**config.mk**
```make
export PLATFORM = sky130hd
export DESIGN_NAME = storm_limiter
export DESIGN_NICKNAME = d
export VERILOG_FILES = /design/src/rtl/storm_limiter_pkg.sv /design/src/rtl/sl_interval_timer.sv /design/src/rtl/sl_budget_counter.sv /design/src/rtl/sl_port_limiter.sv /design/src/rtl/storm_limiter.sv
export SDC_FILE = /design/constraint.sdc
export NUM_CORES = 1
export LEC_CHECK = 0
export BUFFER_PORTS_ARGS = -buffer_cell sky130_fd_sc_hd__buf_2
export CORE_ASPECT_RATIO = 1.4
export CORE_UTILIZATION = 63
export CTS_CLUSTER_SIZE = 24
export DETAILED_ROUTE_END_ITERATION = 12
export PLACE_DENSITY = 0.87
export SETUP_SLACK_MARGIN = 0.3
export SLEW_MARGIN = 10
export SYNTH_ARGS = -nofsm -noshare
export SYNTH_HDL_FRONTEND = slang
export SYNTH_SLANG_ARGS = --single-unit
```
**constraint.sdc**
```tcl
create_clock -name clk -period 14.6 [get_ports clk]
set_input_delay 0.73 -clock clk [delete_from_list [all_inputs] [get_ports clk]]
set_output_delay 0.73 -clock clk [all_outputs]
set_load 0.02 [all_outputs]
```
**src/rtl/storm_limiter_pkg.sv**
```systemverilog
package storm_limiter_pkg;

    localparam int SL_PRESCALE_W   = 19;
    localparam int SL_LIMIT_W      = 8;
    localparam int SL_MIN_PRESCALE = 16;

    typedef enum logic [1:0] {
        CLS_NONE  = 2'd0,
        CLS_BCAST = 2'd1,
        CLS_MCAST = 2'd2
    } sl_class_e;

    typedef struct packed {
        logic valid;
        logic bcast;
        logic mcast;
    } sl_frame_t;

    // Broadcast outranks multicast; an unqualified frame has no budget.
    function automatic sl_class_e sl_classify(input sl_frame_t f);
        if (!f.valid)
            return CLS_NONE;
        else if (f.bcast)
            return CLS_BCAST;
        else if (f.mcast)
            return CLS_MCAST;
        else
            return CLS_NONE;
    endfunction

    // Budget class handled by counter slot c of a port.
    function automatic sl_class_e sl_slot_class(input int c);
        return (c == 0) ? CLS_BCAST : CLS_MCAST;
    endfunction

endpackage

```
**src/rtl/sl_interval_timer.sv**
```systemverilog
module sl_interval_timer #(
    parameter int PRESCALE_W   = storm_limiter_pkg::SL_PRESCALE_W,
    parameter int MIN_PRESCALE = storm_limiter_pkg::SL_MIN_PRESCALE
) (
    input  logic                  clk,
    input  logic                  rst,
    input  logic                  enable,
    input  logic [PRESCALE_W-1:0] prescale_cfg,
    output logic                  tick
);
    localparam logic [PRESCALE_W-1:0] FLOOR = PRESCALE_W'(MIN_PRESCALE);

    logic [PRESCALE_W-1:0] span;
    logic [PRESCALE_W-1:0] count_q;

    // Programmed values below the floor are raised to it.
    always_comb begin
        span = (prescale_cfg < FLOOR) ? FLOOR : prescale_cfg;
        // Compare with >= so that lowering the span mid-window still closes it.
        tick = enable && (count_q >= (span - PRESCALE_W'(1)));
    end

    always_ff @(posedge clk) begin
        if (rst || !enable)
            count_q <= '0;
        else if (tick)
            count_q <= '0;
        else
            count_q <= count_q + PRESCALE_W'(1);
    end

endmodule

```
**src/rtl/sl_budget_counter.sv**
```systemverilog
module sl_budget_counter #(
    parameter int LIMIT_W = storm_limiter_pkg::SL_LIMIT_W
) (
    input  logic               clk,
    input  logic               rst,
    input  logic               enable,
    input  logic               restart,
    input  logic               hit,
    input  logic [LIMIT_W-1:0] limit,
    output logic               drop
);
    logic [LIMIT_W-1:0] used_q;
    logic               limited;
    logic               spent;
    logic               charge;

    always_comb begin
        limited = (limit != '0);
        // In the restart cycle the budget is already full again.
        spent   = limited && !restart && (used_q >= limit);
        drop    = enable && hit && spent;
        charge  = enable && hit && limited && !spent;
    end

    always_ff @(posedge clk) begin
        if (rst || !enable)
            used_q <= '0;
        else if (restart)
            used_q <= charge ? LIMIT_W'(1) : '0;
        else if (charge)
            used_q <= used_q + LIMIT_W'(1);
    end

endmodule

```
**src/rtl/sl_port_limiter.sv**
```systemverilog
module sl_port_limiter
    import storm_limiter_pkg::*;
#(
    parameter int LIMIT_W = SL_LIMIT_W
) (
    input  logic               clk,
    input  logic               rst,
    input  logic               enable,
    input  logic               restart,
    input  sl_frame_t          frame,
    input  logic [LIMIT_W-1:0] bcast_budget,
    input  logic [LIMIT_W-1:0] mcast_budget,
    output logic               drop
);
    localparam int NUM_CLASSES = 2;

    sl_class_e          cls;
    logic [LIMIT_W-1:0] budget [NUM_CLASSES];
    logic [NUM_CLASSES-1:0] slot_hit;
    logic [NUM_CLASSES-1:0] slot_drop;

    always_comb begin
        cls       = sl_classify(frame);
        budget[0] = bcast_budget;
        budget[1] = mcast_budget;
    end

    for (genvar c = 0; c < NUM_CLASSES; c++) begin : g_slot
        assign slot_hit[c] = (cls == sl_slot_class(c));

        sl_budget_counter #(
            .LIMIT_W (LIMIT_W)
        ) u_budget (
            .clk     (clk),
            .rst     (rst),
            .enable  (enable),
            .restart (restart),
            .hit     (slot_hit[c]),
            .limit   (budget[c]),
            .drop    (slot_drop[c])
        );
    end

    assign drop = |slot_drop;

endmodule

```
**src/rtl/storm_limiter.sv**
```systemverilog
module storm_limiter
    import storm_limiter_pkg::*;
#(
    parameter int NUM_PORTS    = 4,
    parameter int PRESCALE_W   = SL_PRESCALE_W,
    parameter int LIMIT_W      = SL_LIMIT_W,
    parameter int MIN_PRESCALE = SL_MIN_PRESCALE
) (
    input  logic                         clk,
    input  logic                         rst,
    input  logic                         limit_en,
    input  logic [PRESCALE_W-1:0]        prescale_cfg,
    input  logic [NUM_PORTS*LIMIT_W-1:0] bcast_limit,
    input  logic [NUM_PORTS*LIMIT_W-1:0] mcast_limit,
    input  logic [NUM_PORTS-1:0]         frame_valid,
    input  logic [NUM_PORTS-1:0]         frame_bcast,
    input  logic [NUM_PORTS-1:0]         frame_mcast,
    output logic [NUM_PORTS-1:0]         frame_drop
);
    logic window_tick;

    sl_interval_timer #(
        .PRESCALE_W   (PRESCALE_W),
        .MIN_PRESCALE (MIN_PRESCALE)
    ) u_timer (
        .clk          (clk),
        .rst          (rst),
        .enable       (limit_en),
        .prescale_cfg (prescale_cfg),
        .tick         (window_tick)
    );

    for (genvar p = 0; p < NUM_PORTS; p++) begin : g_port
        sl_frame_t frm;

        assign frm = '{valid: frame_valid[p],
                       bcast: frame_bcast[p],
                       mcast: frame_mcast[p]};

        sl_port_limiter #(
            .LIMIT_W (LIMIT_W)
        ) u_port (
            .clk          (clk),
            .rst          (rst),
            .enable       (limit_en),
            .restart      (window_tick),
            .frame        (frm),
            .bcast_budget (bcast_limit[p*LIMIT_W +: LIMIT_W]),
            .mcast_budget (mcast_limit[p*LIMIT_W +: LIMIT_W]),
            .drop         (frame_drop[p])
        );
    end

endmodule

```
Word level (Yosys, flattened, before mapping)
Cells that the tools add are included.
W data, S select, Z words.
{ "totals": {"reg_bits": 83, "output_inout_bits": 4, "wordCells": 155, "input_bits": 98} }
{ "classes": {"muxes": 37, "n_reduce_logical": 81, "n_eq_ne": 8, "addsub": 10, "order_cmp": 10} }
{ "ops": {"columns": ["cell", "count"], "rows": [
  ["$mux W8", 16],
  ["$add A8 B1 Y8 const B", 8],
  ["$ge A8 B8 Y1", 8],
  ["$reduce_bool A8 Y1", 8],
  ["$logic_and A1 B1 Y1", 49],
  ["$mux W2", 12],
  ["$add A19 B1 Y19 const B", 1],
  ["$ge A19 B19 Y1", 1],
  ["$lt A19 B5 Y1 const B", 1],
  ["$mux W19", 1],
  ["$sub A19 B1 Y19 const B", 1],
  ["$reduce_bool A2 Y1", 8],
  ["$logic_not A1 Y1", 10],
  ["$reduce_or A2 Y1", 5],
  ["$eq A2 B1 Y1 const B", 4],
  ["$eq A2 B2 Y1 const B", 4],
  ["$mux W1", 8],
  ["$logic_or A1 B1 Y1", 1]
]} }

Depth between registers and ports, before layout
{ "depth": {"depth_word": 12, "mapped_depth": 22, "ltp_nobuf": 19} }

Hierarchy
A second synthesis with hierarchy kept.
{ "unflattened": {"hier_cells": 829, "hier_area_um2": 6755.2} }
{ "modules_own_cells": {"columns": ["mod", "area_each_um2", "seq_area_each_um2", "n_inst", "cells_each"], "rows": [
  ["sl_budget_counter", 624.3, 160.2, 8, 77],
  ["sl_interval_timer", 1675.4, 380.4, 1, 201],
  ["sl_port_limiter", 21.3, 0.0, 4, 3]
]} }

Least setup slack after synthesis
OpenSTA, ideal clock, no wires.
{ "synth_timing": {"path_kind": "input to output", "startpoint": "input port prescale_cfg[8]", "endpoint": "output port frame_drop[2]", "cell_stages": 20, "arrival_time_ns": 5.038, "n_path_buf": 3, "setup_slack_ns": 8.832, "required_time_ns": 13.870, "cell_sequence": "or4_4 -> or4_4 -> or3_4 -> or2_1 -> buf_6 -> nand2_1 -> ha_1 -> nand2_1 -> nor2_1 -> nand3b_1 -> nor3_1 -> xnor2_1 -> ha_1 -> and4_1 -> a221oi_2 -> o211a_1 -> clkbuf_1 -> nand3_1 -> nor2_1 -> buf_4"} }
{ "synth_between": {"elab_chain_cells": 10, "word_cells_on_any_way": 13, "classes_between": "add/sub: 1; order compare: 2; mux: 1; reduce/logical: 9"} }
{ "synth_rtl": {"columns": ["element", "line_no", "source"], "rows": [
  ["from (decl)", "storm_limiter.sv:12", "input logic [PRESCALE_W-1:0] prescale_cfg,"],
  ["$lt A19 B5 Y1", "sl_interval_timer.sv:18", "span = (prescale_cfg < FLOOR) ? FLOOR : prescale_cfg;"],
  ["$mux W19 *", "sl_interval_timer.sv:18", null],
  ["$sub A19 B1 Y19 *", "sl_interval_timer.sv:20", "tick = enable && (count_q >= (span - PRESCALE_W'(1)));"],
  ["$ge A19 B19 Y1 *", "sl_interval_timer.sv:20", null],
  ["$logic_and A1 B1 Y1 *", "sl_interval_timer.sv:20", null],
  ["$logic_not A1 Y1 *", "sl_budget_counter.sv:20", "spent = limited && !restart && (used_q >= limit);"],
  ["$logic_and A1 B1 Y1 (2 in series)", "sl_budget_counter.sv:20", null],
  ["$logic_and A1 B1 Y1", "sl_budget_counter.sv:21", "drop = enable && hit && spent;"],
  ["$reduce_or A2 Y1 *", "sl_port_limiter.sv:44", "assign drop = |slot_drop;"],
  ["to (decl)", "storm_limiter.sv:18", "output logic [NUM_PORTS-1:0] frame_drop"]
]} }
Mark *: on every way between the ends. The rest lies on a longest branch, timed or not.

Worst setup path in the final report
{ "layout_timing": {"startpoint": "input port prescale_cfg[8]", "endpoint": "output port frame_drop[3]"} }
The elaborated chain is that of the path after synthesis.

==> results.cfg <==
[critical_path]
critPathMaxFanout = 18
crit_family = simple AND/OR/NAND/NOR gates
required_ps = 13870
timing.rr.start = u_timer.count_q[17]$_SDFF_PP0_
start_kind = input port
cp-startpoint = prescale_cfg[8]
crit_type = in -> out
cp_slowest_cell = o211a_1
critical_path_depth = 19
crit_chain = buf_2, or4_4, or4_4, or3_4, or2_1, nand2_1, ha_1, nand2_1, nor2_1, nand3b_1, nor3_1, xnor2_1, ha_1, and4_1, a221oi_2, o211a_1, nand3_1, nor2_1, buf_2
slowest_delay_ps = 650
crit_buf_inv = 2
crit_path_end = frame_drop[3]
end_kind = output port
regToRegSetupSlack_ps = 11030
cp.arrival_ps = 5750
r2r-end = g_port[2].u_port.g_slot[1].u_budget.used_q[4]$_SDFFE_PP0P_
rr_worst_depth = 9

[global_route]
first_global_vias = 6372
grt_usage_pct = 31.74
grt_pass1_wl_mm = 26.83
grt_max_degree = 39
grt_overflow_total = 0
antenna_found_initial = 0

[clock_tree]
clk_pin_slew_ps = 60
cts.root.buffer_cell = clkbuf_16
clock_tree.buffer_depth = 2
cts_tree = built
cts_sinks = 83
insertion_delay_ps = 340
ctsHtreeMaxLevel = 3
numCtsBuffers = 9
postCtsHoldBufs = 0
postCtsSetupBuffers = 0
cts_repair_resize_count = 0

[yosys]
synthFlopType = dfxtp_1
synth_enable_flop_cells = 0
syn_inst = 815
synth-xor-area-share_pct = 5.043
yosysWarningCount = 0
async_reset_ff_share_pct = 0
synthTopCellsByArea = dfxtp_1 26%, ha_1 18%, a21oi_1 5.9%
synth_commonest_cells = 93 x ha_1, 88 x inv_1, 83 x dfxtp_1
synth_top_family_by_area = simple AND/OR/NAND/NOR gates
synthMuxAreaShare_pct = 1.402
syn_area_sq_mm = 0.006426
synth-adder-area-share_pct = 18.11
synth_fp_nets = 1006
synth_compound_area_share_pct = 20.81
yosysUniqueCellTypes = 47
netlist.area_leader.share_pct = 25.86
yosys.area_share.simple_pct = 21.94
yosysMostFrequentCell = ha_1
yosysTopAreaCell = dfxtp_1
yosys_register_bits = 83
avgSynthCellArea_sq_um = 7.885
seq_area_frac_synth_pct = 25.86

[routing]
initialDrtViolationCount = 480
ant_nets = 0
dr.pass1.iters = 6
num_vias = 6465
viasPerCell = 6.187
post-route-drc-count = 0
drt-total-wl_mm = 16.19
wire_per_inst_microns = 15.49

[sta]
fin_crit_sh_pct = 44.36
min_period_ps = 6477
finClkSkew_ps = 7.805
worst_pin_slew_ps = 940.2
holdWs_ps = 504.7
tns_ps = 0
setup_ws_ps = 8123
setup_viol = 0
slew_violations = 0
fmax_mhz = 154.4
rsz0062_at_grt = no
final-hold-violation-count = 0
slew-limit-headroom_pct = 36.84

[pwr]
seqPwrFrac_pct = 43.2
switchingPower_mw = 0.1243
p_comb_share_pct = 10.8
p_per_area_mw_per_mm2 = 72.23
internal-power_mw = 0.4041
sw_frac_of_total_pct = 23.52
max-vdd-ir-drop_mv = 0.06399
pwr-share-clk_pct = 46.0
power.total_mw = 0.5284
p_leak_nw = 3.203

[die]
die_w_microns = 87.36
initial_utilization_pct = 64.91
num_rows = 43
die_h_microns = 121.5
dieArea_sq_mm = 0.01061
io_pins = 102
coreArea_sq_mm = 0.009899

[finish]
area_growth_pct = 13.84
multi_input_area_sq_mm = 0.004325
drive_gt1_share_pct = 14.18
nets = 1097
fin_util_pct = 73.90
regArea_sq_mm = 0.001662
fin_cells = 1045
fillers = 799
stdcell_area_sq_mm = 0.007316
diodes = 0

[placement]
portBuffers = 101
dp_cells = 1030
hpwl_mm = 12.75
pre_cts_ws_ps = 7940
routabilityCongestion = 0.9246
place_area_sq_mm = 0.006999

[status]
status = finished, final reports clean

[flow_run]
drv_cap = 0

[min_path]
hp-class = reg -> reg
==> cell type report <==
| class | count | share of cell area, % |
|---|---|---|
| sequential | 83 | 22.71 |
| clock buffer | 10 | 3.267 |
| timing repair buffer | 102 | 7.012 |
| inverter | 88 | 4.515 |
| clock inverter | 5 | 1.060 |
| tap | 135 | 2.309 |
| multi-input combinational | 622 | 59.12 |
==> cells in the final DEF (no fill, tap or decap), types with 5 or more instances in the layout <==
cell         n
a2111o_1     8
a211oi_1     8
a21o_1       5
a21oi_1     76
a31o_2       5
and2_1      12
and4_1       6
buf_2      101
clkbuf_16    9
dfxtp_1     83
ha_1        93
inv_1       88
mux2i_1      9
nand2_1     34
nand2b_1    15
nand3_1     38
nand4_1     14
nor2_1      55
nor3_1      11
nor4_1      20
o211ai_1    16
o21ai_0     70
o31a_1       7
o31ai_1      7
or3_1       34
or4_1       11
xnor2_1     16
xor2_1      21
==> logic make-up after synthesis <==
logic type | Yosys count
compound gates | 220
xor+xnor | 37
fa+ha+maj | 93
buf+inv | 110
flops | 83
mux | 9
simple gates | 263
==> routing by layer <==
layer  vias to the layer above  GRT usage [%]  routed length [microns]
met4                         0          20.39                      731
met1                      3006          32.78                     6264
met5                         -              0                        0
li1                       3146              -                        -
met3                        66          4.490                      776
met2                       247          58.59                     8420
==> worst min path at each step <==
stage | endpoint | cells after the start | slack, ps | startpoint
floorplan | u_timer.count_q[0]$_SDFF_PP0_ | 1 | 440 | u_timer.count_q[0]$_SDFF_PP0_
global placement | u_timer.count_q[0]$_SDFF_PP0_ | 1 | 460 | u_timer.count_q[0]$_SDFF_PP0_
detailed placement | g_port[1].u_port.g_slot[0].u_budget.used_q[7]$_SDFFE_PP0P_ | 2 | 490 | g_port[1].u_port.g_slot[0].u_budget.used_q[7]$_SDFFE_PP0P_
CTS | g_port[2].u_port.g_slot[0].u_budget.used_q[7]$_SDFFE_PP0P_ | 2 | 500 | g_port[2].u_port.g_slot[0].u_budget.used_q[7]$_SDFFE_PP0P_
global route | g_port[2].u_port.g_slot[1].u_budget.used_q[7]$_SDFFE_PP0P_ | 2 | 510 | g_port[2].u_port.g_slot[1].u_budget.used_q[7]$_SDFFE_PP0P_
finish | g_port[0].u_port.g_slot[0].u_budget.used_q[7]$_SDFFE_PP0P_ | 2 | 500 | g_port[0].u_port.g_slot[0].u_budget.used_q[7]$_SDFFE_PP0P_
==> worst register-to-register path, cell delays in order (launching register included) <==
cell and delay (ps):
dfxtp_1 340, ha_1 350, a21oi_1 170, nand2_1 80
a221oi_2 570, o211ai_1 360, or2_2 650, buf_4 370
or4_1 550, nand2_1 70
==> power groups by stage <==
stage / Sequential, mW / Clock, mW / Combinational [mW]
finish: 0.228 / 0.243 / 0.0570
detailed placement: 0.233 / 0 / 0.0560
global placement: 0.233 / 0 / 0.0521
floorplan: 0.233 / 0 / 0.0300
CTS: 0.228 / 0.245 / 0.0564
global route: 0.228 / 0.255 / 0.0644
==> registers in the layout, summed over array words and instances, names as in the netlist <==
register                              cells
g_port.u_port.g_slot.u_budget.used_q     64
u_timer.count_q                          19
Note: power is estimated with default switching activity, not from simulation.
